==> src/rtl/rxw_pkg.sv <==
package rxw_pkg;

  typedef enum logic {
    ST_IDLE = 1'b0,
    ST_RUN  = 1'b1
  } rx_state_e;

  function automatic logic vote3(input logic a, input logic b, input logic c);
    return (a & b) | (a & c) | (b & c);
  endfunction

endpackage

==> src/rtl/rxw_cond.sv <==
module rxw_cond #(
  parameter int SYNC_STAGES = 2
) (
  input  logic clk,
  input  logic rst_n,
  input  logic filt_en,
  input  logic line_in,
  output logic line_q,
  output logic fall
);
  import rxw_pkg::*;

  logic [SYNC_STAGES-1:0] sync_q;
  logic s_top, h0, h1, prev_q;

  assign s_top = sync_q[SYNC_STAGES-1];

  always_ff @(posedge clk or negedge rst_n) begin
    if (!rst_n) begin
      sync_q <= '1;
      h0     <= 1'b1;
      h1     <= 1'b1;
      line_q <= 1'b1;
      prev_q <= 1'b1;
    end else begin
      sync_q <= {sync_q[SYNC_STAGES-2:0], line_in};
      h0     <= s_top;
      h1     <= h0;
      line_q <= filt_en ? vote3(s_top, h0, h1) : s_top;
      prev_q <= line_q;
    end
  end

  assign fall = prev_q & ~line_q;

  // three equal history samples pass straight through the filter
  p_filter_pass_r10: assert property (@(posedge clk) disable iff (!rst_n)
    (filt_en && s_top == h0 && h0 == h1) |=> (line_q == $past(s_top)));

endmodule

==> src/rtl/rxw_timer.sv <==
module rxw_timer #(
  parameter int RATE_W    = 16,
  parameter int SLOT_BITS = 4
) (
  input  logic                 clk,
  input  logic                 rst_n,
  input  logic                 start,
  input  logic                 run,
  input  logic [RATE_W-1:0]    rate_inc,
  output logic [SLOT_BITS-1:0] slot,
  output logic                 smp,
  output logic                 bit_end
);
  logic [RATE_W-1:0] len_raw, slot_len, phase;
  logic last_ph;

  assign len_raw  = rate_inc >> SLOT_BITS;
  assign slot_len = (len_raw == '0) ? RATE_W'(1) : len_raw;
  assign last_ph  = (phase >= slot_len - RATE_W'(1));
  assign smp      = run && (phase == '0);
  assign bit_end  = run && last_ph && (slot == '1);

  always_ff @(posedge clk or negedge rst_n) begin
    if (!rst_n) begin
      phase <= '0;
      slot  <= '0;
    end else if (start) begin
      phase <= '0;
      slot  <= '0;
    end else if (run) begin
      if (last_ph) begin
        phase <= '0;
        slot  <= slot + 1'b1;
      end else begin
        phase <= phase + 1'b1;
      end
    end
  end

  // with a steady rate the phase never passes the slot length
  p_phase_in_slot_r1: assert property (@(posedge clk) disable iff (!rst_n)
    (run && !start && $past(run)) |-> (phase < slot_len));

endmodule

==> src/rtl/rxw_vote.sv <==
module rxw_vote #(
  parameter int SLOT_BITS = 4
) (
  input  logic                 clk,
  input  logic                 rst_n,
  input  logic                 start,
  input  logic                 smp,
  input  logic                 bit_end,
  input  logic                 lvl,
  input  logic [SLOT_BITS-1:0] slot,
  input  logic [SLOT_BITS-1:0] win_lo,
  input  logic [SLOT_BITS-1:0] win_hi,
  output logic                 bit_val,
  output logic                 bit_err
);
  localparam int C_W = SLOT_BITS + 1;

  logic [C_W-1:0] hi_c, lo_c, hi_n, lo_n, wlen;
  logic in_win;

  assign in_win  = smp && (slot >= win_lo) && (slot <= win_hi);
  assign wlen    = C_W'(win_hi) - C_W'(win_lo) + C_W'(1);
  assign hi_n    = hi_c + C_W'(in_win & lvl);
  assign lo_n    = lo_c + C_W'(in_win & ~lvl);
  assign bit_val = (hi_n == wlen);
  assign bit_err = !((hi_n == wlen) || (lo_n == wlen));

  always_ff @(posedge clk or negedge rst_n) begin
    if (!rst_n) begin
      hi_c <= '0;
      lo_c <= '0;
    end else if (start || bit_end) begin
      hi_c <= '0;
      lo_c <= '0;
    end else begin
      hi_c <= hi_n;
      lo_c <= lo_n;
    end
  end

  // no more samples than slots are ever counted within one bit
  p_count_bound_r3: assert property (@(posedge clk) disable iff (!rst_n)
    ((C_W+1)'(hi_c) + (C_W+1)'(lo_c)) <= (C_W+1)'(2**SLOT_BITS));

endmodule

==> src/rtl/slot_vote_rx.sv <==
module slot_vote_rx #(
  parameter int HOLD_W      = 16,
  parameter int RATE_W      = 16,
  parameter int SLOT_BITS   = 4,
  parameter int SYNC_STAGES = 2,
  localparam int CNT_W      = $clog2(HOLD_W)
) (
  input  logic                 clk,
  input  logic                 rst_n,
  input  logic                 rx_en,
  input  logic                 rx_line,
  input  logic [RATE_W-1:0]    rate_inc,
  input  logic [CNT_W-1:0]     bit_count,
  input  logic [SLOT_BITS-1:0] win_lo,
  input  logic [SLOT_BITS-1:0] win_hi,
  input  logic                 filt_en,
  input  logic                 clr_flags,
  output logic [HOLD_W-1:0]    hold_q,
  output logic                 rdy,
  output logic                 ovf,
  output logic                 smp_err,
  output logic                 line_lvl
);
  import rxw_pkg::*;

  rx_state_e st;
  logic line_f, fall, act, start, smp, bit_end, bit_val, bit_err, done;
  logic [SLOT_BITS-1:0] slot;
  logic [HOLD_W-1:0]    shreg;
  logic [CNT_W-1:0]     bit_idx, last_idx;

  rxw_cond #(.SYNC_STAGES(SYNC_STAGES)) u_cond (
    .clk(clk), .rst_n(rst_n), .filt_en(filt_en), .line_in(rx_line),
    .line_q(line_f), .fall(fall)
  );

  rxw_timer #(.RATE_W(RATE_W), .SLOT_BITS(SLOT_BITS)) u_timer (
    .clk(clk), .rst_n(rst_n), .start(start), .run(act), .rate_inc(rate_inc),
    .slot(slot), .smp(smp), .bit_end(bit_end)
  );

  rxw_vote #(.SLOT_BITS(SLOT_BITS)) u_vote (
    .clk(clk), .rst_n(rst_n), .start(start), .smp(smp), .bit_end(bit_end),
    .lvl(line_f), .slot(slot), .win_lo(win_lo), .win_hi(win_hi),
    .bit_val(bit_val), .bit_err(bit_err)
  );

  assign act      = (st == ST_RUN) && rx_en;
  assign start    = (st == ST_IDLE) && rx_en && fall;
  assign last_idx = bit_count - CNT_W'(1);
  assign done     = bit_end && (bit_idx == last_idx);
  assign line_lvl = line_f;

  always_ff @(posedge clk or negedge rst_n) begin
    if (!rst_n) begin
      st <= ST_IDLE;
    end else begin
      case (st)
        ST_IDLE: if (start) st <= ST_RUN;
        ST_RUN:  if (!rx_en || done) st <= ST_IDLE;
        default: st <= ST_IDLE;
      endcase
    end
  end

  always_ff @(posedge clk or negedge rst_n) begin
    if (!rst_n) begin
      shreg   <= '0;
      bit_idx <= '0;
    end else if (start) begin
      shreg   <= '0;
      bit_idx <= '0;
    end else if (bit_end) begin
      shreg   <= {bit_val, shreg[HOLD_W-1:1]};
      bit_idx <= bit_idx + 1'b1;
    end
  end

  always_ff @(posedge clk or negedge rst_n) begin
    if (!rst_n) begin
      hold_q  <= '0;
      rdy     <= 1'b0;
      ovf     <= 1'b0;
      smp_err <= 1'b0;
    end else begin
      if (done) hold_q <= {bit_val, shreg[HOLD_W-1:1]};
      rdy     <= done | (rdy & ~clr_flags);
      ovf     <= (done & rdy) | (ovf & ~clr_flags);
      smp_err <= (bit_end & bit_err) | (smp_err & ~clr_flags);
    end
  end

  // overflow can only be present together with ready
  p_ovf_with_rdy_r7: assert property (@(posedge clk) disable iff (!rst_n)
    ovf |-> rdy);

  // a clear with no competing event empties all flags
  p_clear_flags_r8: assert property (@(posedge clk) disable iff (!rst_n)
    (clr_flags && !bit_end) |=> (!rdy && !ovf && !smp_err));

  // hold register only moves at frame completion
  p_hold_steady_r5: assert property (@(posedge clk) disable iff (!rst_n)
    !done |=> $stable(hold_q));

  // ready rises only after a completed frame
  p_rdy_source_r6: assert property (@(posedge clk) disable iff (!rst_n)
    $rose(rdy) |-> $past(done));

  // disabling forces the receiver idle
  p_off_idle_r11: assert property (@(posedge clk) disable iff (!rst_n)
    !rx_en |=> (st == ST_IDLE));

endmodule

==> config.mk <==
export PLATFORM = sky130hd
export DESIGN_NAME = slot_vote_rx
export DESIGN_NICKNAME = d
export VERILOG_FILES = /design/src/rtl/rxw_pkg.sv /design/src/rtl/rxw_cond.sv /design/src/rtl/rxw_timer.sv /design/src/rtl/rxw_vote.sv /design/src/rtl/slot_vote_rx.sv
export SDC_FILE = /design/constraint.sdc
export NUM_CORES = 1
export LEC_CHECK = 0
export BUFFER_PORTS_ARGS = -buffer_cell sky130_fd_sc_hd__buf_2
export CAP_MARGIN = 20
export CORE_ASPECT_RATIO = 0.7
export CORE_MARGIN = 2
export CORE_UTILIZATION = 44
export DETAILED_ROUTE_END_ITERATION = 8
export SLEW_MARGIN = 25
export SYNTH_ARGS = -nofsm -noshare
export SYNTH_HDL_FRONTEND = slang
export SYNTH_HIERARCHICAL = 1
export SYNTH_SLANG_ARGS = --single-unit
==> constraint.sdc <==
create_clock -name clk -period 8.7 [get_ports clk]
set_input_delay 0.435 -clock clk [delete_from_list [all_inputs] [get_ports clk]]
set_output_delay 0.435 -clock clk [all_outputs]
set_load 0.02 [all_outputs]
==> results.md <==
- Core area: between 9000 and 10000 sq um
- Cell Rows: 30
- Tightest Pin Transition: between 700 and 800 ps
- Number of port buffers: a little under 50
- Syn Area/Cell: 10.7 sq um
- Post-DP HPWL: about 6500 um
- Crit Path Class: in -> reg
- DRC Markers: 0
- Maxcap violations: 0
- Layout Skew: 9.19 ps
- Critical Path Start Type: primary input
- Number of DRC markers in iteration 0: roughly 200
- Post-Syn Area: 4400 sq um
- Hold Vio Cnt, Final: 0
- Hold wc startpoint: rx_line
- Worst setup EP type: flip-flop
- Critical path arrival: approximately 5700 ps
- Via count: about 3100
- Worst-case clock buffer depth: 2
- Inst Count DP: 580
- Worst path required time: 8920 ps
- Max Slew Vio Count: 0
- Placer congestion estimate: between 0.7 and 0.8
- Setup bufs post-CTS: 0
- Crit. Startpoint: rate_inc[8]
- Total power draw: ~830 uW
- Most frequent cells in the layout: dfrtp_1, buf_2, ha_1
- Predominant post-synthesis flop cell: dfrtp_1
- Ports: 54
- Cells after Synth: between 400 and 500
- DIE AREA: around 11000 sq um
- Clk sinks: 75
- Largest net degree at the start of global routing: 76
- Layout cells sized above 1: 0.226
- Number of synthesized flops with an enable pin: 0
- # hold bufs at CTS: 0
- Distinct cells, synth: 54
- Starting Density: 0.453
- Via density: 5.23
- Critical Path Fanout Max: 23
- Fin crit share: 0.633
- Routed len/inst: roughly 15 um
- F_max: 182 MHz
- Resize count post-CTS: 0
- ANT nets after route: 0
- Hold Crit Class: in -> reg
- Max VDD drop: between 0.00009 and 0.0001 V
- Layout area overhead: 15.8%
- CTS tree: built
- Mapped Nets: approximately 490
- Initial antenna violation count: 0
- Worst flop-to-flop path startpoint: u_timer/phase[13]$_DFFE_PN0P_
- Leakage: 2.51 nW
- Die height: 87.7 um
- Clk_lat worst skew: between 300 and 400 ps
- Total GRT Usage: 0.175
- CTS H-tree lvls: 3
- Outcome: finished clean
- Die width: about 120 um
- Number of global-route vias before repair: slightly below 3000
- Num CTS Buffers: 9
- Ys async rst share: 1.00
- Post-route setup TNS: 0 ps
- Grt total ovfl: 0
- Relative slew margins: 0.526
- Clock transition at path regs: ~60 ps
- First-pass GRT wire length: roughly 15000 um
- Non-Filler Instances: around 600
- Commonest non-fill, non-tap cell in the layout: dfrtp_1
- PwrDens: around 160 nW/um^2
- Layout fillers: 868
- WHS: 194 ps
- N_diodes: 0
- Drt pass-1 iters: 5
- CTS root buffer: clkbuf_16
- RSZ-0062 raised after global routing: false
- Yosys Warn Count: 6
- Seq/Total Area, Yosys: 0.428
- Min cycle time layout: about 5500 ps
- Fin nets: 540
- Seq cells post-synth: 75
- Drt total wl: 8820 um
- Final setup vio count: 0
[flip-flops by register name (all words and copies together), names as in the netlist, 2 cells and up]
signal,flops
bit_idx,4
hold_q,16
shreg,15
u_cond/sync_q,2
u_timer/phase,16
u_timer/slot,4
u_vote/hi_c,5
u_vote/lo_c,5
[stage by stage]
step | util | instance area, sq um | setup WS [ps]
global route | 0.524 | 5100 | 2920
floorplan | - | 4400 | 3880
detailed placement | 0.492 | 4780 | 2590
global placement | 0.492 | 4780 | 2700
CTS | 0.523 | 5080 | 2950
finish | 0.524 | 5100 | 3190
[cell families after synthesis]
| logic type | Yosys count | share of synthesized area |
|---|---|---|
| multiplexers | 36 | 0.0941 |
| AND/OR/NAND/NOR | 136 | 0.161 |
| buffers and inverters | 32 | 0.0310 |
| flip-flops | 75 | 0.428 |
| adder cells (fa/ha/maj) | 42 | 0.121 |
| AO/OA/AOI/OAI | 40 | 0.0620 |
| XOR/XNOR | 49 | 0.102 |
[final cells by class]
| type | count | area (sq um) | area share |
|---|---|---|---|
| multi-input cells | 303 | 2380 | 0.467 |
| flip-flops and latches | 75 | 1880 | 0.370 |
| well taps | 128 | 160 | 0.0314 |
| inverters | 22 | 82.6 | 0.0162 |
| clock buffers | 10 | 229 | 0.0449 |
| clock inverters | 6 | 72.6 | 0.0142 |
| repair buffers | 53 | 287 | 0.0562 |
[routing by layer]
layer	vias to the layer above	track usage	share of wire
li1	1530	-	-
met1	1515	0.256	0.51
met2	69	0.255	0.43
met3	6	0.0462	0.056
met4	0	0.0486	0.0058
met5	-	0	0
[cell usage after synthesis, drive strengths merged (2+ instances only)]
cell type | number | area share
nand2 | 22 | 0.019
buf | 4 | 0.0071
dfrtp | 69 | 0.39
nor2 | 40 | 0.034
nor3b | 2 | 0.0034
and2 | 5 | 0.0071
o21ai | 5 | 0.0057
a21oi | 17 | 0.022
xor2 | 23 | 0.047
o21a | 2 | 0.0034
mux2i | 17 | 0.039
xnor2 | 25 | 0.050
and3 | 2 | 0.0028
a21o | 5 | 0.0088
or4 | 2 | 0.0034
dfstp | 6 | 0.036
nand4 | 9 | 0.013
nor4 | 6 | 0.0085
ha | 41 | 0.12
inv | 22 | 0.019
nor3 | 21 | 0.029
nand3 | 7 | 0.0091
clkbuf | 6 | 0.0051
or2 | 2 | 0.0028
a22o | 3 | 0.0060
nand2b | 5 | 0.0071
nor4b | 2 | 0.0054
mux2 | 19 | 0.055
nor2b | 6 | 0.0085
or3 | 2 | 0.0028
[power by group]
part           switching, mW  internal, mW
Combinational         0.0530        0.0397
Sequential            0.0101         0.358
Clock                  0.148         0.225
[worst max-delay path, stage by stage]
cell and delay (ps):
buf_2 130, or4_1 620, nor4b_2 370, a21oi_1 170, ha_1 250, nor3b_1 210
nor2b_1 160, xnor2_1 130, ha_1 270, nand4_1 110, or4_1 520, o32a_2 420
a21oi_1 220, and3_1 180, buf_4 320, nand3_1 180, nor3_4 460, buf_8 230
mux2_2 340
[worst paths after layout]
check	endpoint	slack, ps	depth (start not counted)
min in group asynchronous	u_vote/hi_c[4]$_DFF_PN0_	220	2
hold reg to reg	u_cond/h1$_DFF_PN1_	370	0
setup reg to reg	hold_q[15]$_DFFE_PN0P_	4730	11
setup / recovery	hold_q[15]$_DFFE_PN0P_	3190	19
hold / removal	u_cond/sync_q[0]$_DFF_PN1_	190	1
max in group asynchronous	shreg[13]$_DFFE_PN0P_	7990	2
No activity file was read; power rests on OpenSTA's default activity.
